$ cat src/rtl/refmon_pkg.sv
package refmon_pkg;

  // Nominal rate codes carried on freq_sel
  typedef enum logic [2:0] {
    RATE_8K     = 3'd0,
    RATE_1M544  = 3'd1,
    RATE_2M048  = 3'd2,
    RATE_8M192  = 3'd3,
    RATE_16M384 = 3'd4
  } ref_rate_e;

  // Absolute distance between two tick counts
  function automatic logic [31:0] tick_gap(input logic [31:0] a, input logic [31:0] b);
    return (a >= b) ? (a - b) : (b - a);
  endfunction

endpackage

$ cat src/rtl/refmon_edge.sv
module refmon_edge #(
  parameter int SYNC_STAGES = 2
) (
  input  logic clk,
  input  logic rst,
  input  logic ref_in,
  output logic rise_o
);
  logic [SYNC_STAGES:0] sh_q;

  always_ff @(posedge clk) begin
    if (rst) begin
      sh_q   <= '0;
      rise_o <= 1'b0;
    end else begin
      sh_q   <= {sh_q[SYNC_STAGES-1:0], ref_in};
      rise_o <= sh_q[SYNC_STAGES-1] & ~sh_q[SYNC_STAGES];
    end
  end

  // a synchronized rising edge is a single-cycle pulse
  p_rise_single_r2: assert property (@(posedge clk) disable iff (rst)
    rise_o |=> !rise_o);

endmodule

$ cat src/rtl/refmon_meter.sv
module refmon_meter #(
  parameter int CW = 17
) (
  input  logic          clk,
  input  logic          rst,
  input  logic          rise_i,
  input  logic [CW-1:0] nom_i,
  output logic          meas_o,
  output logic [CW-1:0] period_o,
  output logic          loss_o
);
  logic [CW-1:0] cnt_q;
  logic          armed_q;
  logic [CW:0]   nxt;
  logic [CW:0]   lim;

  always_comb begin
    nxt = {1'b0, cnt_q} + 1'b1;
    lim = {nom_i, 1'b0};
  end

  always_ff @(posedge clk) begin
    if (rst) begin
      cnt_q    <= '0;
      armed_q  <= 1'b0;
      meas_o   <= 1'b0;
      loss_o   <= 1'b0;
      period_o <= '0;
    end else begin
      meas_o <= 1'b0;
      loss_o <= 1'b0;
      if (rise_i) begin
        cnt_q   <= '0;
        armed_q <= 1'b1;
        if (armed_q) begin
          meas_o   <= 1'b1;
          period_o <= nxt[CW-1:0];
        end
      end else if (armed_q) begin
        if (nxt >= lim) begin
          loss_o  <= 1'b1;
          armed_q <= 1'b0;
          cnt_q   <= '0;
        end else begin
          cnt_q <= nxt[CW-1:0];
        end
      end
    end
  end

  // a measurement only follows a detected rising edge
  p_meas_after_edge_r2: assert property (@(posedge clk) disable iff (rst)
    meas_o |-> $past(rise_i));
  // a loss is only declared when no edge arrived
  p_loss_quiet_r6: assert property (@(posedge clk) disable iff (rst)
    loss_o |-> !$past(rise_i));

endmodule

$ cat src/rtl/refmon_qual.sv
module refmon_qual
  import refmon_pkg::*;
#(
  parameter int CW      = 17,
  parameter int REQ_N   = 16,
  parameter int FAIL_SH = 2
) (
  input  logic          clk,
  input  logic          rst,
  input  logic          meas_i,
  input  logic          loss_i,
  input  logic [CW-1:0] period_i,
  input  logic [CW-1:0] nom_i,
  output logic          fail_o
);
  localparam int RCW = $clog2(REQ_N + 1);
  localparam logic [RCW-1:0] LAST = RCW'(REQ_N - 1);

  logic [RCW-1:0] cnt_q;
  logic [31:0]    dev, trip, accept;
  logic           good;

  always_comb begin
    dev    = tick_gap(32'(period_i), 32'(nom_i));
    trip   = 32'(nom_i) >> FAIL_SH;
    accept = 32'(nom_i) >> (FAIL_SH + 1);
    good   = fail_o ? (dev <= accept) : (dev <= trip);
  end

  always_ff @(posedge clk) begin
    if (rst) begin
      fail_o <= 1'b1;
      cnt_q  <= '0;
    end else if (loss_i) begin
      fail_o <= 1'b1;
      cnt_q  <= '0;
    end else if (meas_i) begin
      if (!good) begin
        fail_o <= 1'b1;
        cnt_q  <= '0;
      end else if (fail_o) begin
        if (cnt_q == LAST) begin
          fail_o <= 1'b0;
          cnt_q  <= '0;
        end else begin
          cnt_q <= cnt_q + 1'b1;
        end
      end
    end
  end

  // the fail flag rises only on a measurement or a loss
  p_fail_cause_r3: assert property (@(posedge clk) disable iff (rst)
    $rose(fail_o) |-> $past(meas_i || loss_i));
  // clearing happens only on the measurement that ends the run
  p_clear_cause_r5: assert property (@(posedge clk) disable iff (rst)
    $fell(fail_o) |-> ($past(meas_i) && ($past(cnt_q) == LAST)));
  // the run counter stays below its target
  p_cnt_bound_r5: assert property (@(posedge clk) disable iff (rst)
    cnt_q <= LAST);
  // a loss and a measurement never arrive together
  p_excl_r6: assert property (@(posedge clk) disable iff (rst)
    $onehot0({meas_i, loss_i}));

endmodule

$ cat src/rtl/refmon_range.sv
module refmon_range
  import refmon_pkg::*;
#(
  parameter int CW       = 17,
  parameter int OOR_SH_N = 4,
  parameter int OOR_SH_W = 3
) (
  input  logic          clk,
  input  logic          rst,
  input  logic          meas_i,
  input  logic          loss_i,
  input  logic [CW-1:0] period_i,
  input  logic [CW-1:0] nom_i,
  input  logic          wide_i,
  output logic          oor_o
);
  logic [31:0] dev, thr, clr;

  always_comb begin
    dev = tick_gap(32'(period_i), 32'(nom_i));
    thr = wide_i ? (32'(nom_i) >> OOR_SH_W) : (32'(nom_i) >> OOR_SH_N);
    clr = thr >> 1;
  end

  always_ff @(posedge clk) begin
    if (rst) begin
      oor_o <= 1'b1;
    end else if (loss_i) begin
      oor_o <= 1'b1;
    end else if (meas_i) begin
      if (dev > thr)       oor_o <= 1'b1;
      else if (dev <= clr) oor_o <= 1'b0;
    end
  end

  // the out-of-range flag rises only on a measurement or a loss
  p_oor_rise_r7: assert property (@(posedge clk) disable iff (rst)
    $rose(oor_o) |-> $past(meas_i || loss_i));
  // it falls only on a measurement, never on a loss
  p_oor_fall_r8: assert property (@(posedge clk) disable iff (rst)
    $fell(oor_o) |-> ($past(meas_i) && !$past(loss_i)));

endmodule

$ cat src/rtl/refclk_monitor.sv
module refclk_monitor
  import refmon_pkg::*;
#(
  parameter int NOM_8K      = 32768,
  parameter int NOM_1M544   = 170,
  parameter int NOM_2M048   = 128,
  parameter int NOM_8M192   = 32,
  parameter int NOM_16M384  = 16,
  parameter int REQ_N       = 16,
  parameter int FAIL_SH     = 2,
  parameter int OOR_SH_N    = 4,
  parameter int OOR_SH_W    = 3,
  parameter int SYNC_STAGES = 2
) (
  input  logic       clk,
  input  logic       rst,
  input  logic       ref_in,
  input  logic [2:0] freq_sel,
  input  logic       oor_sel,
  output logic       ref_fail,
  output logic       out_of_range
);
  // The 8 kHz period is the longest; the counter must hold twice it
  localparam int CW = $clog2(2 * NOM_8K + 1);

  logic [CW-1:0] nom_d, nom_q;
  logic          rise;
  logic          meas;
  logic          loss;
  logic [CW-1:0] period;

  always_comb begin
    case (ref_rate_e'(freq_sel))
      RATE_1M544:  nom_d = CW'(NOM_1M544);
      RATE_2M048:  nom_d = CW'(NOM_2M048);
      RATE_8M192:  nom_d = CW'(NOM_8M192);
      RATE_16M384: nom_d = CW'(NOM_16M384);
      default:     nom_d = CW'(NOM_8K);
    endcase
  end

  always_ff @(posedge clk) nom_q <= nom_d;

  refmon_edge #(.SYNC_STAGES(SYNC_STAGES)) edge_i (
    .clk(clk), .rst(rst), .ref_in(ref_in), .rise_o(rise)
  );

  refmon_meter #(.CW(CW)) meter_i (
    .clk(clk), .rst(rst), .rise_i(rise), .nom_i(nom_q),
    .meas_o(meas), .period_o(period), .loss_o(loss)
  );

  refmon_qual #(.CW(CW), .REQ_N(REQ_N), .FAIL_SH(FAIL_SH)) qual_i (
    .clk(clk), .rst(rst), .meas_i(meas), .loss_i(loss),
    .period_i(period), .nom_i(nom_q), .fail_o(ref_fail)
  );

  refmon_range #(.CW(CW), .OOR_SH_N(OOR_SH_N), .OOR_SH_W(OOR_SH_W)) range_i (
    .clk(clk), .rst(rst), .meas_i(meas), .loss_i(loss),
    .period_i(period), .nom_i(nom_q), .wide_i(oor_sel), .oor_o(out_of_range)
  );

  // both flags hold steady when no event is processed
  p_stable_r9: assert property (@(posedge clk) disable iff (rst)
    (!$past(meas) && !$past(loss) && !$past(rst)) |-> ($stable(ref_fail) && $stable(out_of_range)));

endmodule

$ cat config.mk
export PLATFORM = sky130hd
export DESIGN_NAME = refclk_monitor
export DESIGN_NICKNAME = d
export VERILOG_FILES = /design/src/rtl/refmon_pkg.sv /design/src/rtl/refmon_edge.sv /design/src/rtl/refmon_meter.sv /design/src/rtl/refmon_qual.sv /design/src/rtl/refmon_range.sv /design/src/rtl/refclk_monitor.sv
export SDC_FILE = /design/constraint.sdc
export NUM_CORES = 1
export LEC_CHECK = 0
export BUFFER_PORTS_ARGS = -buffer_cell sky130_fd_sc_hd__buf_4
export CAP_MARGIN = 20
export CORE_AREA = 2 2 69 120
export DETAILED_ROUTE_END_ITERATION = 8
export DIE_AREA = 0 0 71 122
export PLACE_DENSITY = 0.7
export SLEW_MARGIN = 20
export SYNTH_ARGS = -nofsm -noshare
export SYNTH_HDL_FRONTEND = slang
export SYNTH_SLANG_ARGS = --single-unit
export TNS_END_PERCENT = 20
$ cat constraint.sdc
create_clock -name clk -period 5.5 [get_ports clk]
set_input_delay 0.275 -clock clk [delete_from_list [all_inputs] [get_ports clk]]
set_output_delay 0.275 -clock clk [all_outputs]
set_load 0.05 [all_outputs]
==> flow_summary.toml <==
[outcome]
outcome = "completed"

[layout]
drive_gt1_share_pct = 6.40
n_antenna_cell = 0
stdcell_count = 606
final_common_cell = "dfxtp_1"
fin_nets = 565
layout.cells.most_common_list = "dfxtp_1, nor2_1, nand2_1"
syn_to_final_growth_pct = 5.99

[grt]
grt_usage_pct = 27.4
grt_max_degree = 29
grt-ovfl-total = 0
grt_pass1_wl_um = 18400
grt_pass1_vias = 3824
antenna_found_initial = 0

[flow_run]
max-cap-violations = 0

[detailed_routing]
top_layer = "met4"
drc = 0
routed_wl_um = 11500
drt_iter0_drc = 296
drt-met1-wl_um = 4120
met2_length_um = 5950
dr_wl_met3_um = 375
routed_via_density = 6.39
ant_nets = 0
drt-wirelength-per-cell_um = 18.9
first_pass_iters = 5
vias = 3871

[clock_tree]
ctsHoldBuffers = 0
clockBufferDepth = 2
cts_setup_buffers = 0
cts_tree = "built"
clk_pin_slew_ns = 0.07
ctsResizeCount = 0
clock_sinks = 53
h-tree-depth = 2
ctsRootBufferMaster = "clkbuf_16"
numCtsBuffers = 5
worstSkewPairLatency_ns = 0.30

[synth]
synth-seq-area-share_pct = 25.7
ys_ff_latch = 53
syn_nets = 569
synthArstFlopShare_pct = 0
synthCells = 519
yosysWarnings = 0
synthFlopType = "dfxtp_1"
syn_area_per_cell_um2 = 7.96
synthDistinctLibCells = 64
syn_area_um2 = 4130
synth_edf_count = 0

[setup_path]
crit_path_end_kind = "flip-flop"
required_ns = 5.70
critPathLaunchType = "flip-flop"
crit_fanout = 11
arrival_ns = 4.86
critPathKind = "flip-flop to flip-flop"

[place]
gp_routability_congestion = 0.965
dp_hpwl_um = 9200
dp.cells = 598
io_buffers = 8

[timing]
finalCritPeriodShare_pct = 84.7
timing.final.hold_violations = 0
tightest_slew_ns = 0.835
fmax_mhz = 215
slew_headroom_pct = 44.3
skew_ns = 0.00816
setup_tns_ns = 0
final_max_slew_viol_count = 0
min_period_ns = 4.66
rsz0062_at_grt = "no"
setup-violations-final = 0

[hold_path]
worstHoldPathType = "primary input to flip-flop"

[floorplan]
dieHeight_um = 122
initial_core_util_pct = 53.0
dieArea_um2 = 8660
ios = 9
coreArea_um2 = 7800
placementRows = 43
fp.dieW_um = 71

[pwr]
p_leak_nw = 1.73
cellPowerDensity_nw_per_um2 = 229
ir_worst_vdd_v = 0.000121
-- where the power goes --
group          internal [mW]  switching [mW]  total [mW]  leakage [nW]
Combinational          0.110           0.169       0.279          1.24
Sequential             0.388         0.00669       0.394         0.429
Clock                  0.172           0.157       0.329        0.0680
-- routing by layer --
layer,GRT usage [%],vias up
met1,26.6,1795
met4,23.1,0
met3,3.39,68
met5,0,-
li1,-,1880
met2,49.9,128
-- path summary, 6_finish.rpt --
check | start | end | slack, ns | cells past startpoint
min reg2reg | edge_i.sh_q[2] | edge_i.rise_o | 0.38 | 1
min | freq_sel[2] | nom_q[7] | 0.15 | 2
max | meter_i.period_o[5] | qual_i.cnt_q[4] | 0.84 | 17
max reg2reg | meter_i.period_o[5] | qual_i.cnt_q[4] | 0.84 | 17
-- cells by family (layout without fill, tap and decap cells) --
logic type / Yosys count / after routing / share of synthesized area (%)
buf+inv: 47 / 44 / 4.48
flops: 53 / 53 / 25.7
fa+ha+maj: 44 / 44 / 13.4
simple gates: 206 / 206 / 25.6
mux: 8 / 8 / 1.94
xor+xnor: 31 / 31 / 6.57
compound gates: 130 / 130 / 22.3
-- critical path, stage by stage (launching register included) --
cell      delay (ns)
dfxtp_1         0.34
inv_1           0.07
ha_1            0.43
a211o_1         0.32
a21oi_1         0.40
nand3_2         0.19
o21ai_4         0.41
mux2i_1         0.29
xor2_1          0.44
ha_1            0.35
nand4_1         0.09
nor2_1          0.06
a211oi_1        0.20
o21ai_0         0.10
and4_2          0.24
o21ai_0         0.31
o21ai_0         0.15
and3_1          0.18
-- per-stage QoR --
stage                     setup slack [ns]  area (um^2)  power [mW]  hold slack, ns  utilization (%)
final                                0.842         4380        1.00           0.153             56.2
after global routing                 0.455         4380        1.05           0.165             56.2
after CTS                            0.886         4380        1.00           0.151             56.2
after detailed placement             0.904         4230       0.676           0.374             54.2
after global placement                1.05         4230       0.673           0.375             54.2
after floorplan                       1.63         4130       0.602           0.347                -
-- synth_stat cells (2+ instances only) --
library cell / instances / area (um^2)
dfxtp_1: 53 / 1060
nor2_1: 50 / 188
nand2_1: 48 / 180
ha_1: 42 / 526
inv_1: 27 / 101
o21ai_0: 25 / 125
xnor2_1: 20 / 175
a21oi_1: 19 / 95.1
nand3_1: 18 / 90.1
a211oi_1: 17 / 128
clkbuf_1: 17 / 63.8
nor3_1: 16 / 80.1
nand2b_1: 13 / 81.3
nor2b_1: 13 / 81.3
xor2_1: 11 / 96.3
and3_1: 9 / 56.3
mux2i_1: 8 / 80.1
nand4_1: 8 / 50.1
o21a_1: 8 / 60.1
a31o_2: 7 / 61.3
a21o_1: 6 / 45.0
a31oi_1: 6 / 37.5
a22o_1: 5 / 43.8
nor4_1: 5 / 31.3
nand3b_1: 4 / 30.0
nand4b_1: 4 / 35.0
o31ai_1: 4 / 30.0
o41ai_1: 4 / 35.0
a2111oi_0: 3 / 26.3
a22oi_1: 3 / 22.5
a2bb2oi_1: 3 / 26.3
and2_1: 3 / 18.8
nor4b_1: 3 / 26.3
o22ai_1: 3 / 18.8
a21boi_0: 2 / 15.0
a221oi_1: 2 / 17.5
o211ai_1: 2 / 15.0
or2_2: 2 / 12.5
-- registers in the layout (all words and copies together) (netlist names), 3 cells and up --
signal and count:
edge_i.sh_q 3, meter_i.cnt_q 17, meter_i.period_o 17, nom_q 5, qual_i.cnt_q 5
-- area by class of cell --
cell class              count  area (um^2)
fillers                   739         3420
multi-input cells         419         2890
flip-flops and latches     53         1060
clock buffers               5          125
well taps                  90          113
inverters                  27          101
repair buffers              9         67.6
clock inverters             3         26.3
(Power assumes the default switching activity.)
